File: src/rtl/blkxfer_pkg.sv
package blkxfer_pkg;
  localparam int ST_RX_RDY = 0;
  localparam int ST_TX_RDY = 1;
  localparam int ST_OVR    = 2;
  localparam int ST_UNR    = 3;
  localparam int ST_BUSY   = 4;
  localparam int ST_W      = 5;

  typedef enum logic { DIR_WRITE = 1'b0, DIR_READ = 1'b1 } dir_e;
endpackage

File: src/rtl/bx_blk_cfg.sv
module bx_blk_cfg #(
  parameter int LEN_W = 16,
  parameter int CNT_W = 16,
  localparam int WPB_W = LEN_W - 2
) (
  input  logic                     clk,
  input  logic                     rst_n,
  input  logic                     cfg_we,
  input  logic [LEN_W+CNT_W-1:0]   cfg_wdata,
  output logic [WPB_W-1:0]         words_o,
  output logic [CNT_W-1:0]         count_o
);
  localparam logic [LEN_W-1:0] LEN_MASK = ~LEN_W'(3);

  logic [LEN_W-1:0] len_q;
  logic [CNT_W-1:0] cnt_q;
  logic [LEN_W-1:0] eff_len;

  always_ff @(posedge clk) begin
    if (!rst_n) begin
      len_q <= '0;
      cnt_q <= '0;
    end else if (cfg_we) begin
      len_q <= cfg_wdata[LEN_W+CNT_W-1:CNT_W];
      cnt_q <= cfg_wdata[CNT_W-1:0];
    end
  end

  // byte length forced down to whole words
  assign eff_len = len_q & LEN_MASK;
  assign words_o = WPB_W'(eff_len >> 2);
  assign count_o = cnt_q;
endmodule

File: src/rtl/bx_word_counter.sv
module bx_word_counter #(
  parameter int WPB_W = 14,
  parameter int CNT_W = 16
) (
  input  logic             clk,
  input  logic             rst_n,
  input  logic             run,
  input  logic             load,
  input  logic [WPB_W-1:0] load_words,
  input  logic [CNT_W-1:0] load_blocks,
  input  logic             step,
  output logic             final_o
);
  logic [WPB_W-1:0] wpb_q;
  logic [WPB_W-1:0] word_left_q;
  logic [CNT_W-1:0] blk_left_q;
  logic             last_in_blk;

  assign last_in_blk = (word_left_q == WPB_W'(1));
  assign final_o     = last_in_blk && (blk_left_q == CNT_W'(1));

  always_ff @(posedge clk) begin
    if (!rst_n) begin
      wpb_q       <= '0;
      word_left_q <= '0;
      blk_left_q  <= '0;
    end else if (load) begin
      wpb_q       <= load_words;
      word_left_q <= load_words;
      blk_left_q  <= load_blocks;
    end else if (step) begin
      if (last_in_blk) begin
        if (blk_left_q != CNT_W'(1)) begin
          blk_left_q  <= blk_left_q - CNT_W'(1);
          word_left_q <= wpb_q;
        end
      end else begin
        word_left_q <= word_left_q - WPB_W'(1);
      end
    end
  end

  // a running transfer always has work left in both counters
  a_r3_counts_live: assert property (@(posedge clk) disable iff (!rst_n)
    run |-> (word_left_q != '0) && (blk_left_q != '0));
endmodule

File: src/rtl/bx_word_hold.sv
module bx_word_hold #(
  parameter int DATA_W = 32
) (
  input  logic              clk,
  input  logic              rst_n,
  input  logic              flush,
  input  logic              load,
  input  logic [DATA_W-1:0] load_data,
  input  logic              take,
  output logic              full_o,
  output logic [DATA_W-1:0] data_o
);
  always_ff @(posedge clk) begin
    if (!rst_n) begin
      full_o <= 1'b0;
      data_o <= '0;
    end else if (flush) begin
      full_o <= 1'b0;
    end else if (load) begin
      full_o <= 1'b1;
      data_o <= load_data;
    end else if (take) begin
      full_o <= 1'b0;
    end
  end

  // an unflushed load always leaves a word waiting
  a_r5_load_fills: assert property (@(posedge clk) disable iff (!rst_n)
    load && !flush |=> full_o);
endmodule

File: src/rtl/blkxfer_engine.sv
module blkxfer_engine
  import blkxfer_pkg::*;
#(
  parameter int DATA_W = 32,
  parameter int LEN_W  = 16,
  parameter int CNT_W  = 16,
  localparam int WPB_W = LEN_W - 2
) (
  input  logic                   clk,
  input  logic                   rst_n,
  input  logic                   cfg_we,
  input  logic [LEN_W+CNT_W-1:0] cfg_wdata,
  input  logic                   start,
  input  logic                   start_rd,
  input  logic                   start_multi,
  input  logic                   status_rd,
  output logic [ST_W-1:0]        status,
  input  logic                   host_wr_valid,
  input  logic [DATA_W-1:0]      host_wr_data,
  output logic                   host_wr_ready,
  output logic                   host_rd_valid,
  output logic [DATA_W-1:0]      host_rd_data,
  input  logic                   host_rd_ready,
  input  logic                   card_rx_valid,
  input  logic [DATA_W-1:0]      card_rx_data,
  output logic                   card_tx_valid,
  output logic [DATA_W-1:0]      card_tx_data,
  input  logic                   card_tx_ready
);
  logic [WPB_W-1:0] cfg_words;
  logic [CNT_W-1:0] cfg_count;
  logic [CNT_W-1:0] blocks_load;

  logic busy_q, ovr_q, unr_q;
  dir_e dir_q;

  logic start_ok, active_rd, active_wr;
  logic rx_full, tx_full, rx_take, rx_arrive, rx_load, tx_load, tx_take;
  logic ovr_evt, unr_evt, fault, step, final_word, done, flush;

  bx_blk_cfg #(.LEN_W(LEN_W), .CNT_W(CNT_W)) u_cfg (
    .clk(clk), .rst_n(rst_n), .cfg_we(cfg_we), .cfg_wdata(cfg_wdata),
    .words_o(cfg_words), .count_o(cfg_count)
  );

  assign blocks_load = start_multi ? cfg_count : CNT_W'(1);
  assign start_ok    = start && !busy_q && (cfg_words != '0) && (blocks_load != '0);

  assign active_rd = busy_q && (dir_q == DIR_READ);
  assign active_wr = busy_q && (dir_q == DIR_WRITE);

  // read path: card pushes, host drains
  assign rx_take   = host_rd_ready && rx_full;
  assign rx_arrive = card_rx_valid && active_rd;
  assign ovr_evt   = rx_arrive && rx_full && !rx_take;
  assign rx_load   = rx_arrive && !ovr_evt;

  // write path: host fills, card drains
  assign host_wr_ready = active_wr && !tx_full;
  assign tx_load       = host_wr_valid && host_wr_ready;
  assign card_tx_valid = active_wr && tx_full;
  assign tx_take       = card_tx_valid && card_tx_ready;
  assign unr_evt       = active_wr && card_tx_ready && !tx_full;

  assign fault = ovr_evt || unr_evt;
  assign step  = (active_rd && rx_take) || tx_take;
  assign done  = step && final_word;
  assign flush = start_ok || fault || done;

  bx_word_hold #(.DATA_W(DATA_W)) u_rx_hold (
    .clk(clk), .rst_n(rst_n), .flush(flush), .load(rx_load),
    .load_data(card_rx_data), .take(rx_take),
    .full_o(rx_full), .data_o(host_rd_data)
  );

  bx_word_hold #(.DATA_W(DATA_W)) u_tx_hold (
    .clk(clk), .rst_n(rst_n), .flush(flush), .load(tx_load),
    .load_data(host_wr_data), .take(tx_take),
    .full_o(tx_full), .data_o(card_tx_data)
  );

  bx_word_counter #(.WPB_W(WPB_W), .CNT_W(CNT_W)) u_count (
    .clk(clk), .rst_n(rst_n), .run(busy_q), .load(start_ok),
    .load_words(cfg_words), .load_blocks(blocks_load),
    .step(step), .final_o(final_word)
  );

  always_ff @(posedge clk) begin
    if (!rst_n) begin
      busy_q <= 1'b0;
      dir_q  <= DIR_WRITE;
      ovr_q  <= 1'b0;
      unr_q  <= 1'b0;
    end else begin
      if (start_ok) begin
        busy_q <= 1'b1;
        dir_q  <= start_rd ? DIR_READ : DIR_WRITE;
      end else if (fault || done) begin
        busy_q <= 1'b0;
      end
      if (ovr_evt)        ovr_q <= 1'b1;
      else if (status_rd) ovr_q <= 1'b0;
      if (unr_evt)        unr_q <= 1'b1;
      else if (status_rd) unr_q <= 1'b0;
    end
  end

  assign host_rd_valid      = rx_full;
  assign status[ST_RX_RDY]  = rx_full;
  assign status[ST_TX_RDY]  = host_wr_ready;
  assign status[ST_OVR]     = ovr_q;
  assign status[ST_UNR]     = unr_q;
  assign status[ST_BUSY]    = busy_q;

  // a read word is only ever visible during a read transfer
  a_r5_rd_only_in_read: assert property (@(posedge clk) disable iff (!rst_n)
    host_rd_valid |-> busy_q && (dir_q == DIR_READ));

  // word offered to the card holds until taken
  a_r6_tx_hold: assert property (@(posedge clk) disable iff (!rst_n)
    card_tx_valid && !card_tx_ready |=> card_tx_valid && $stable(card_tx_data));

  // faults are sticky until a status read
  a_r10_ovr_sticky: assert property (@(posedge clk) disable iff (!rst_n)
    ovr_q && !status_rd |=> ovr_q);
  a_r10_unr_sticky: assert property (@(posedge clk) disable iff (!rst_n)
    unr_q && !status_rd |=> unr_q);

  // a fresh fault leaves the engine idle and empty
  a_r10_fault_halts: assert property (@(posedge clk) disable iff (!rst_n)
    $rose(ovr_q) || $rose(unr_q) |-> !busy_q && !rx_full && !tx_full);

  // direction cannot change while a transfer runs
  a_r11_dir_hold: assert property (@(posedge clk) disable iff (!rst_n)
    busy_q && $past(busy_q) |-> $stable(dir_q));
endmodule

File: config.mk
export PLATFORM = sky130hd
export DESIGN_NAME = blkxfer_engine
export DESIGN_NICKNAME = d
export VERILOG_FILES = /design/src/rtl/blkxfer_pkg.sv /design/src/rtl/bx_blk_cfg.sv /design/src/rtl/bx_word_counter.sv /design/src/rtl/bx_word_hold.sv /design/src/rtl/blkxfer_engine.sv
export SDC_FILE = /design/constraint.sdc
export NUM_CORES = 1
export LEC_CHECK = 0
export BUFFER_PORTS_ARGS = -buffer_cell sky130_fd_sc_hd__buf_2
export CAP_MARGIN = 20
export CORE_MARGIN = 5
export CORE_UTILIZATION = 58
export DETAILED_ROUTE_END_ITERATION = 10
export GPL_ROUTABILITY_DRIVEN = 0
export GPL_TIMING_DRIVEN = 0
export HOLD_SLACK_MARGIN = 0.03
export PLACE_DENSITY = 0.91
export SLEW_MARGIN = 20
export SYNTH_ARGS = -nofsm -noshare
export SYNTH_HDL_FRONTEND = slang
export SYNTH_HIERARCHICAL = 1
export SYNTH_SLANG_ARGS = --single-unit
File: constraint.sdc
create_clock -name clk -period 4.1 [get_ports clk]
set_input_delay 0 -clock clk [delete_from_list [all_inputs] [get_ports clk]]
set_output_delay 0 -clock clk [all_outputs]
set_load 0.01 [all_outputs]
==> Implementation_results.wiki <==
{| class="wikitable"
! Metric !! Value
|-
| Worst setup EP type || register
|-
| Max clock buf depth || 2
|-
| Number of fill cells || 638
|-
| Pin count of the biggest net entering global routing || 20
|-
| Root Buffer Master || clkbuf_16
|-
| Static Leakage || 4.24 nW
|-
| Worst path required time || between 4000 and 5000 ps
|-
| Slew at the pin closest to its max-slew limit || 1020 ps
|-
| Multi-input gate area || about 0.0037 mm²
|-
| Effective utilization at floorplan || ~59%
|-
| Overall track demand over capacity in global routing || a little over a third
|-
| Final Hold Fails || 0
|-
| Synthesized instance count || around 760
|-
| Commonest cells after routing, fill and taps aside || buf_2 (185), nand2_1 (156), dfxtp_1 (144)
|-
| Relative max-transition margin || 31.3%
|-
| Final net count || 1191
|-
| Worst-path maximum fanout || 10
|-
| Max Clock Skew || between 10 and 15 ps
|-
| First-pass GRT wire length || between 40000 and 50000 µm
|-
| Max-slew violation count || 0
|-
| RSZ-0062 raised after global routing || false
|-
| Congestion Overflow GR || 0
|-
| Residual antenna-violating net count after detailed routing || 0
|-
| Startpoint Class || register
|-
| Number of detailed-routing iterations run before antenna repair || 8
|-
| Floorplan die height || approximately 120 µm
|-
| Count of buffers from port buffering || ~180
|-
| Final setup violating endpoints || 0
|-
| Routed length per instance || 21.3 µm
|-
| Largest vdd supply drop || roughly 0.45 mV
|-
| Synthesis-to-finish area growth || 41.7%
|-
| Setup TNS || 0 ps
|-
| Count of maximum capacitance violations || 0
|-
| Arrival time of data at the critical path endpoint || 3290 ps
|-
| Fraction of final layout cells sized beyond drive strength 1 || about a quarter
|-
| Post-synthesis average cell area || 9.23 µm²
|-
| Flop and latch count out of synthesis || 144
|-
| Power per cell area || ~400 mW/mm²
|-
| Clock transition at the registers of the reported paths || ~60 ps
|-
| Highest clock frequency the design can meet || 334 MHz
|-
| Vias per Instance || 6.05
|-
| Post-CTS repair timing setup buffer count || 0
|-
| DR iter-0 viols || about 990
|-
| Total clock sinks || 144
|-
| Most common library cell in the layout ignoring fill and taps || buf_2
|-
| Cts bufs inserted || 17
|-
| Number of ports placed on the die boundary || between 150 and 200
|-
| Post-synthesis sequential area ratio || between 40% and 50%
|-
| Path type of the worst setup path || register to register
|-
| Resize count post-CTS || 0
|-
| Total wire length after detailed routing || approximately 26000 µm
|-
| Count of synthesis-stage warnings from yosys || 6
|-
| Clock latency of the later-clocked register in the worst-skew pair || around 430 ps
|-
| Via count || around 7500
|-
| Post-detailed-route DRC marker count || 0
|-
| Post-synthesis async set-or-reset flop share || 0%
|-
| Die footprint || 0.0144 mm²
|-
| Time the worst path needs with I/O delays and setup || 3000 ps
|-
| Primary FF master, synth || dfxtp_1
|-
| Initial antenna violation count || 1
|-
| Total nets after synthesis || ~870
|-
| H-tree lvl count || 4
|-
| Tcrit/Tclk final || roughly 73%
|-
| Horizontal die dimension || around 120 µm
|-
| Number of placement rows || 40
|-
| Synthesized area || approximately 0.007 mm²
|-
| Post-synth EDFFs || 0
|-
| TritonCTS clock tree || yes
|-
| Tightest Hold Check Type || input port to register
|-
| Placeable core region || around 0.012 mm²
|-
| Crit path setup slack, layout || 1100 ps
|-
| Number of global-route vias before repair || between 7000 and 8000
|-
| Outcome || completed
|-
| Number of distinct library cell variants in the gate-level netlist after synthesis || 74
|-
| Worst setup slack after placement || approximately 1400 ps
|-
| Seq. cell area || 0.00288 mm²
|-
| Final HPWL DP || between 10000 and 15000 µm
|-
| Hold Buf Count CTS || approximately 120
|}
[layer usage]
metal | vias to the layer above | global-route usage (%) | routed length (µm)
met2 | 597 | 62.3 | 12700
met3 | 172 | 9.94 | 2690
met4 | 2 | 22.2 | 1660
met5 | - | 0 | 13
met1 | 3457 | 38.2 | 9380
li1 | 3290 | - | -
[sequential cells by signal, indices dropped and copies added (netlist names)]
signal / cells
busy_q: 1
dir_q: 1
ovr_q: 1
u_cfg/count_o: 16
u_cfg/len_q: 14
u_count/blk_left_q: 16
u_count/word_left_q: 14
u_count/wpb_q: 14
u_rx_hold/data_o: 32
u_rx_hold/full_o: 1
u_tx_hold/data_o: 32
u_tx_hold/full_o: 1
unr_q: 1
[stage by stage]
stage                     util, %  total power, mW  cell area, µm²  std cells  hold WS (ps)
after floorplan                 -             1.97            7030        762           117
after global placement       67.7             2.14            8090       1084           249
after detailed placement     67.7             2.15            8090       1084           255
after CTS                    83.3             3.89            9960       1240          30.5
after global routing         83.3             4.08            9960       1240          62.8
final                        83.3             3.95            9970       1242          60.0
[synthesized netlist by cell type, types with 8 or more instances]
| library cell | n | area (µm²) |
|---|---|---|
| a21oi_1 | 30 | 150 |
| and2_1 | 19 | 119 |
| buf_12 | 9 | 180 |
| buf_2 | 10 | 50.1 |
| buf_4 | 8 | 60.1 |
| clkbuf_1 | 19 | 71.3 |
| dfxtp_1 | 144 | 2880 |
| inv_1 | 12 | 45.0 |
| mux2i_1 | 104 | 1040 |
| nand2_1 | 156 | 586 |
| nand3_1 | 10 | 50.1 |
| nand4_1 | 8 | 50.1 |
| nor2_1 | 25 | 93.8 |
| nor2b_1 | 37 | 231 |
| nor4_1 | 8 | 50.1 |
| nor4_2 | 9 | 113 |
| o21ai_0 | 29 | 145 |
| xnor2_1 | 13 | 114 |
[path summary, 6_finish.rpt]
kind	cells past startpoint	to	slack, ps	start
setup reg to reg	8	u_count/wpb_q[12]$_SDFFE_PN0P_	1100	u_cfg/count_o[8]$_SDFFE_PN0P_
setup / recovery	8	u_count/wpb_q[12]$_SDFFE_PN0P_	1100	u_cfg/count_o[8]$_SDFFE_PN0P_
hold reg to reg	2	u_tx_hold/data_o[21]$_SDFFE_PN0P_	460	u_tx_hold/data_o[21]$_SDFFE_PN0P_
hold / removal	2	ovr_q$_SDFFE_PN0P_	60	rst_n
[power breakdown]
group | switching, mW | leakage (nW) | internal (mW)
sequential | 0.0819 | 1.17 | 1.47
clock | 0.634 | 0.306 | 1.03
combinational | 0.378 | 2.76 | 0.353
total | 1.09 | 4.24 | 2.86
[cell families after synthesis]
logic type,count (synthesis),synth area share [%]
xor+xnor,15,1.87
simple gates,322,25.0
mux,105,15.0
flops,144,41.0
compound gates,105,9.52
fa+ha+maj,4,0.712
buf+inv,67,6.95
[critical path, cell delays in order (launching register included)]
cell and delay (ps):
dfxtp_1 400, nor4_1 90, nand3_1 110, nor3_2 60, nor4bb_2 870, clkbuf_1 460, clkbuf_1 470, mux2i_1 290
nor2_1 100
[cell type report]
| type | count | area share, % |
|---|---|---|
| Multi-Input combinational cell | 551 | 36.7 |
| Sequential cell | 144 | 28.9 |
| Timing Repair Buffer | 299 | 21.2 |
| Buffer | 54 | 4.42 |
| Clock buffer | 18 | 4.41 |
| Clock inverter | 14 | 1.91 |
| Tap cell | 147 | 1.84 |
| Inverter | 13 | 0.489 |
| Antenna cell | 2 | 0.0502 |
No activity file was read; power rests on OpenSTA's default activity.
